==> src/rtl/irq_agg_pkg.sv <==
package irq_agg_pkg;

    localparam int REG_AW = 8;
    localparam int GROUPS = 3;

    localparam int GRP_TX  = 0;
    localparam int GRP_RX  = 1;
    localparam int GRP_DMA = 2;

    localparam int HOST_ERR_BIT = 1;

    localparam logic [REG_AW-1:0] OFS_EOI = 8'h94;

    typedef enum logic [1:0] {
        REG_RAW    = 2'd0,
        REG_MASKED = 2'd1,
        REG_MSET   = 2'd2,
        REG_MCLR   = 2'd3
    } grp_reg_e;

    function automatic logic [REG_AW-1:0] grp_base(input int g);
        case (g)
            GRP_TX:  return 8'h80;
            GRP_RX:  return 8'hA0;
            default: return 8'hB0;
        endcase
    endfunction

    function automatic logic [REG_AW-1:0] grp_addr(input int g, input grp_reg_e r);
        return grp_base(g) | {4'h0, r, 2'b00};
    endfunction

endpackage

==> src/rtl/irq_group.sv <==
module irq_group #(
    parameter int WIDTH = 8
) (
    input  logic             clk,
    input  logic             rst_n,
    input  logic [WIDTH-1:0] evt,
    input  logic [WIDTH-1:0] ack,
    input  logic             set_we,
    input  logic             clr_we,
    input  logic [WIDTH-1:0] wbits,
    output logic [WIDTH-1:0] raw_o,
    output logic [WIDTH-1:0] mask_o
);

    typedef struct packed {
        logic [WIDTH-1:0] raw;
        logic [WIDTH-1:0] mask;
    } grp_state_t;

    grp_state_t st_d, st_q;

    always_comb begin
        st_d     = st_q;
        // an event in the same cycle as its acknowledge wins
        st_d.raw = (st_q.raw & ~ack) | evt;
        if (set_we) begin
            st_d.mask = st_q.mask | wbits;
        end else if (clr_we) begin
            st_d.mask = st_q.mask & ~wbits;
        end
    end

    always_ff @(posedge clk) begin
        if (!rst_n) begin
            st_q <= '0;
        end else begin
            st_q <= st_d;
        end
    end

    assign raw_o  = st_q.raw;
    assign mask_o = st_q.mask;

endmodule

==> src/rtl/irq_reg_decode.sv <==
module irq_reg_decode
    import irq_agg_pkg::*;
#(
    parameter int WIDTH  = 8,
    parameter int DATA_W = 32
) (
    input  logic [REG_AW-1:0]             addr,
    input  logic                          wr_en,
    input  logic [DATA_W-1:0]             wdata,
    input  logic [GROUPS-1:0][WIDTH-1:0]  grp_raw,
    input  logic [GROUPS-1:0][WIDTH-1:0]  grp_mask,
    output logic [GROUPS-1:0]             set_we,
    output logic [GROUPS-1:0]             clr_we,
    output logic [WIDTH-1:0]              wbits,
    output logic                          eoi_wr,
    output logic [DATA_W-1:0]             rdata
);

    logic [GROUPS-1:0][DATA_W-1:0] grp_rd;
    logic [GROUPS-1:0]             grp_hit;
    grp_reg_e                      sel;

    assign sel    = grp_reg_e'(addr[3:2]);
    assign wbits  = wdata[WIDTH-1:0];
    assign eoi_wr = wr_en && (addr == OFS_EOI);

    for (genvar g = 0; g < GROUPS; g++) begin : g_dec
        localparam logic [REG_AW-1:0] BASE = grp_base(g);

        assign grp_hit[g] = (addr[REG_AW-1:4] == BASE[REG_AW-1:4]) && (addr[1:0] == 2'b00);
        assign set_we[g]  = wr_en && grp_hit[g] && (sel == REG_MSET);
        assign clr_we[g]  = wr_en && grp_hit[g] && (sel == REG_MCLR);

        always_comb begin
            grp_rd[g] = '0;
            if (grp_hit[g]) begin
                case (sel)
                    REG_RAW:    grp_rd[g][WIDTH-1:0] = grp_raw[g];
                    REG_MASKED: grp_rd[g][WIDTH-1:0] = grp_raw[g] & grp_mask[g];
                    default:    grp_rd[g][WIDTH-1:0] = grp_mask[g];
                endcase
            end
        end
    end

    always_comb begin
        rdata = '0;
        for (int g = 0; g < GROUPS; g++) begin
            rdata = rdata | grp_rd[g];
        end
    end

endmodule

==> src/rtl/irq_line.sv <==
module irq_line #(
    parameter int EOI_GAP_CYC = 2
) (
    input  logic clk,
    input  logic rst_n,
    input  logic pend,
    input  logic eoi,
    output logic irq_o
);

    localparam int GAP_W = (EOI_GAP_CYC < 2) ? 1 : $clog2(EOI_GAP_CYC + 1);
    localparam logic [GAP_W-1:0] GAP_LOAD = GAP_W'(EOI_GAP_CYC - 1);

    typedef struct packed {
        logic             irq;
        logic [GAP_W-1:0] gap;
    } line_state_t;

    line_state_t st_d, st_q;

    always_comb begin
        st_d     = st_q;
        st_d.irq = pend && !eoi && (st_q.gap == '0);
        if (eoi) begin
            st_d.gap = GAP_LOAD;
        end else if (st_q.gap != '0) begin
            st_d.gap = st_q.gap - 1'b1;
        end
    end

    always_ff @(posedge clk) begin
        if (!rst_n) begin
            st_q <= '0;
        end else begin
            st_q <= st_d;
        end
    end

    assign irq_o = st_q.irq;

endmodule

==> src/rtl/dma_irq_aggregator.sv <==
module dma_irq_aggregator
    import irq_agg_pkg::*;
#(
    parameter int NUM_CH      = 8,
    parameter int DATA_W      = 32,
    parameter int EOI_GAP_CYC = 2
) (
    input  logic              clk,
    input  logic              rst_n,
    input  logic [7:0]        reg_addr,
    input  logic              reg_wr_en,
    input  logic [DATA_W-1:0] reg_wdata,
    output logic [DATA_W-1:0] reg_rdata,
    input  logic [NUM_CH-1:0] tx_done,
    input  logic [NUM_CH-1:0] tx_done_ack,
    input  logic [NUM_CH-1:0] rx_done,
    input  logic [NUM_CH-1:0] rx_done_ack,
    input  logic              host_err,
    input  logic              host_err_ack,
    output logic              irq_out
);

    logic [GROUPS-1:0][NUM_CH-1:0] grp_evt;
    logic [GROUPS-1:0][NUM_CH-1:0] grp_ack;
    logic [GROUPS-1:0][NUM_CH-1:0] grp_raw;
    logic [GROUPS-1:0][NUM_CH-1:0] grp_mask;
    logic [GROUPS-1:0]             set_we;
    logic [GROUPS-1:0]             clr_we;
    logic [NUM_CH-1:0]             wbits;
    logic                          eoi_wr;
    logic                          any_pend;

    always_comb begin
        grp_evt          = '0;
        grp_ack          = '0;
        grp_evt[GRP_TX]  = tx_done;
        grp_ack[GRP_TX]  = tx_done_ack;
        grp_evt[GRP_RX]  = rx_done;
        grp_ack[GRP_RX]  = rx_done_ack;
        grp_evt[GRP_DMA][HOST_ERR_BIT] = host_err;
        grp_ack[GRP_DMA][HOST_ERR_BIT] = host_err_ack;
    end

    for (genvar g = 0; g < GROUPS; g++) begin : g_grp
        irq_group #(
            .WIDTH (NUM_CH)
        ) u_grp (
            .clk    (clk),
            .rst_n  (rst_n),
            .evt    (grp_evt[g]),
            .ack    (grp_ack[g]),
            .set_we (set_we[g]),
            .clr_we (clr_we[g]),
            .wbits  (wbits),
            .raw_o  (grp_raw[g]),
            .mask_o (grp_mask[g])
        );
    end

    irq_reg_decode #(
        .WIDTH  (NUM_CH),
        .DATA_W (DATA_W)
    ) u_dec (
        .addr     (reg_addr),
        .wr_en    (reg_wr_en),
        .wdata    (reg_wdata),
        .grp_raw  (grp_raw),
        .grp_mask (grp_mask),
        .set_we   (set_we),
        .clr_we   (clr_we),
        .wbits    (wbits),
        .eoi_wr   (eoi_wr),
        .rdata    (reg_rdata)
    );

    assign any_pend = |(grp_raw & grp_mask);

    irq_line #(
        .EOI_GAP_CYC (EOI_GAP_CYC)
    ) u_line (
        .clk   (clk),
        .rst_n (rst_n),
        .pend  (any_pend),
        .eoi   (eoi_wr),
        .irq_o (irq_out)
    );

endmodule

==> config.mk <==
export PLATFORM = sky130hd
export DESIGN_NAME = dma_irq_aggregator
export DESIGN_NICKNAME = d
export VERILOG_FILES = /design/src/rtl/irq_agg_pkg.sv /design/src/rtl/irq_group.sv /design/src/rtl/irq_reg_decode.sv /design/src/rtl/irq_line.sv /design/src/rtl/dma_irq_aggregator.sv
export SDC_FILE = /design/constraint.sdc
export NUM_CORES = 1
export LEC_CHECK = 0
export ABC_AREA = 1
export BUFFER_PORTS_ARGS = -buffer_cell sky130_fd_sc_hd__buf_2
export CAP_MARGIN = 20
export CORE_ASPECT_RATIO = 2
export CORE_UTILIZATION = 30
export CTS_BUF_LIST = sky130_fd_sc_hd__clkbuf_4 sky130_fd_sc_hd__clkbuf_8 sky130_fd_sc_hd__clkbuf_16
export CTS_CLUSTER_DIAMETER = 100
export DETAILED_ROUTE_END_ITERATION = 7
export SLEW_MARGIN = 5
export SYNTH_ARGS = -nofsm -noshare
export SYNTH_HDL_FRONTEND = slang
export SYNTH_HIERARCHICAL = 1
export SYNTH_SLANG_ARGS = --single-unit
==> constraint.sdc <==
create_clock -name clk -period 1.09 [get_ports clk]
set_input_delay 0.1635 -clock clk [delete_from_list [all_inputs] [get_ports clk]]
set_output_delay 0.1635 -clock clk [all_outputs]
set_load 0.01 [all_outputs]
==> impl_results.md <==
* Run status: finished with violations
* Violated checks: negative setup slack
* Share of cells above drive strength 1 at between 30% and 40%
* Worst path required time at slightly above 0.9 ns
* Multi-input logic area at 1730 µm²
* M1 GR Usage at 16.4%
* FF-to-FF End: u_line/irq_o
* Total grt overflow at 0
* First-pass iteration count of the detailed router at 4
* Routability cong. at 0.894
* Pint at 3200 µW
* Die span in y at 142 µm
* Post-synthesis instance area at 2930 µm²
* Final hold vios at 0
* Comb pwr share at about 18%
* NetSw at 1190 µW
* Clock power frac at 36.3%
* Start point of the critical path: g_grp[1].u_grp/raw_o[0]
* Largest net degree at the start of global routing at 17
* Reg clk slew, reported paths at 0.07 ns
* Final wirelength at 8.74 mm
* Crit path DAT at 1.17 ns
* RSZ-0062 raised after global routing: yes
* CTS sink cnt at 51
* Final worst slack at -0.239 ns
* Cell count of the worst reg-to-reg path at 9
* Commonest non-fill, non-tap cells in the layout: nand2_1, nor2_1, buf_2
* CP Capture Point: reg_rdata[0]
* Number of top-level pins at 110
* Max VDD drop at 0.000716 V
* Nets@finish at ~640
* CTS buffer count at 5
* Reg power frac at a little under half
* Htree depth at 2
* Flop2flop setup slack at -0.04 ns
* Die Width at 71.9 µm
* Vias in the first global route at ~2.9k
* Avg Vias per Cell at 4.34
* Setup TNS at -1.70 ns
* Hold slack at 0.0709 ns
* Hold crit path type: in -> reg
* Hold Crit Start: rx_done[7]
* Setup violators final at 9
* Met3 Track Usage GR at around 2.0%
* Cell variety after synth at 19
* DP HPWL at ~6.4 mm
* Slew Viols, Final at 0
* FILL cells at 981
* Startpoint type of the worst setup path: flop
* FMAX at 753 MHz
* Top fanout value on the critical path at 2
* Pwr dens at 1080 nW/µm²
* First-iteration detailed-routing DRC count at 93
* Clk Latency, worst-skew pair at 0.29 ns
* Met2 usage at 32.4%
* Rows at 50
* Inserted Diodes at 0
* Sequential fraction of the synthesis area at 34.8%
* Core region area at approximately 9400 µm²
* Register area at around 1100 µm²
* Clock root cell: clkbuf_16
* Global-route wire length before repair at 13.3 mm
* Area delta synth->final at 38.6%
* Lkg Pwr at 0.00192 µW
* Post-synthesis register bit count at between 50 and 60
* Starting density of the core at 31.1%
* Initial antenna violation count at 0
* Max-capacitance violation count at 0
* Worst Skew at 0.00682 ns
* Vias post-DR at 2997
* Port buffer count at 61
* Cts hold-fix bufs at 0
* Final min period at 1.33 ns
* Fin crit share at 122%
* Commonest non-fill, non-tap cell in the layout: nand2_1
* Synthesized area per cell at around 6.4 µm²
* CTS tree: built
* Routed WL per cell at about 13 µm
* Top Usage Layer GRT: met2
* WS Path Type: reg -> out
* Net Sw Frac at a little over a quarter
* Worst Setup End Kind: output pin
* Tot GR Track Use at 17.3%
* DRC errors left at 0
* Warnings, synthesis at 6
* CTS Buffer Depth at 2
* Setup slack after placement at -0.308 ns
* Die area at 10200 µm²
* Antenna-violating nets left at 0
* Post-Syn Instances at 460
## metrics by stage
step / util [%] / cells / instance area, µm² / total power [µW]
6_report: 43.1 / 691 / 4070 / 4390
5_1_grt: 43.1 / 691 / 4070 / 4620
4_1_cts: 40.2 / 686 / 3800 / 4370
3_5_place_dp: 36.0 / 668 / 3400 / 2700
3_3_place_gp: 36.0 / 668 / 3400 / 2670
2_1_floorplan: - / 496 / 3090 / 2540
## power by group through the flow
stage               clock, µW  combinational [µW]  sequential (µW)
finish                   1600                 779             2020
global placement            0                 622             2050
CTS                      1650                 706             2010
detailed placement          0                 645             2050
floorplan                   0                 505             2030
global route             1710                 873             2030
## critical path, cell delays in order, from the launching register on
cell     delay (ns)
dfxtp_2        0.32
nor2_1         0.04
buf_4          0.13
nor2_4         0.10
nand2_2        0.09
nand3_2        0.10
buf_6          0.10
## layout make-up
cell class,count,share of cell area [%]
Sequential cell,51,26.2
Clock inverter,1,0.123
Multi-Input combinational cell,365,42.5
Timing Repair Buffer,102,20.4
Clock buffer,7,3.45
Tap cell,130,4.00
Inverter,35,3.29
## synthesized netlist by cell type, drive strengths merged
cell      n  area, µm²
nor2    118        509
a21oi    49        245
or2       1       8.76
dfxtp    51       1020
nor3      1       5.00
nand4     2       12.5
nand3    10       50.1
ha        1       12.5
nand2   144        548
conb      2       7.51
inv      35        131
buf      45        375
clkbuf    1       7.51
## worst min-delay path by stage
| stage | cells after the start | end |
|---|---|---|
| 2_1_floorplan | 2 | u_line/st_q[0] |
| 3_3_place_gp | 3 | g_grp[0].u_grp/raw_o[4] |
| 3_5_place_dp | 3 | g_grp[2].u_grp/raw_o[1] |
| 4_1_cts | 3 | g_grp[0].u_grp/raw_o[7] |
| 5_1_grt | 3 | g_grp[0].u_grp/raw_o[5] |
| 6_report | 3 | g_grp[1].u_grp/raw_o[7] |
## cell families after synthesis
| logic type | after synthesis | share of synthesized area (%) |
|---|---|---|
| compound gates | 49 | 8.36 |
| flops | 51 | 34.8 |
| fa+ha+maj | 1 | 0.426 |
| buf+inv | 81 | 17.5 |
| other cells | 2 | 0.256 |
| simple gates | 276 | 38.6 |
## layer usage
| metal | vias up | share of wire, % |
|---|---|---|
| li1 | 1534 | - |
| met1 | 1319 | 35 |
| met2 | 114 | 53 |
| met3 | 30 | 4.2 |
| met4 | 0 | 7.1 |
| met5 | - | 0 |
## timing repair
action | 4_1_cts | 5_1_grt
setup endpoints to repair | 9 | 26
pin swaps | 36 | 39
cloned | 1 | 3
endpoints found under the hold margin | 0 | 0
resized for setup | 60 | 60
buffers inserted | 11 | 2
No activity file was read; power rests on OpenSTA's default activity.
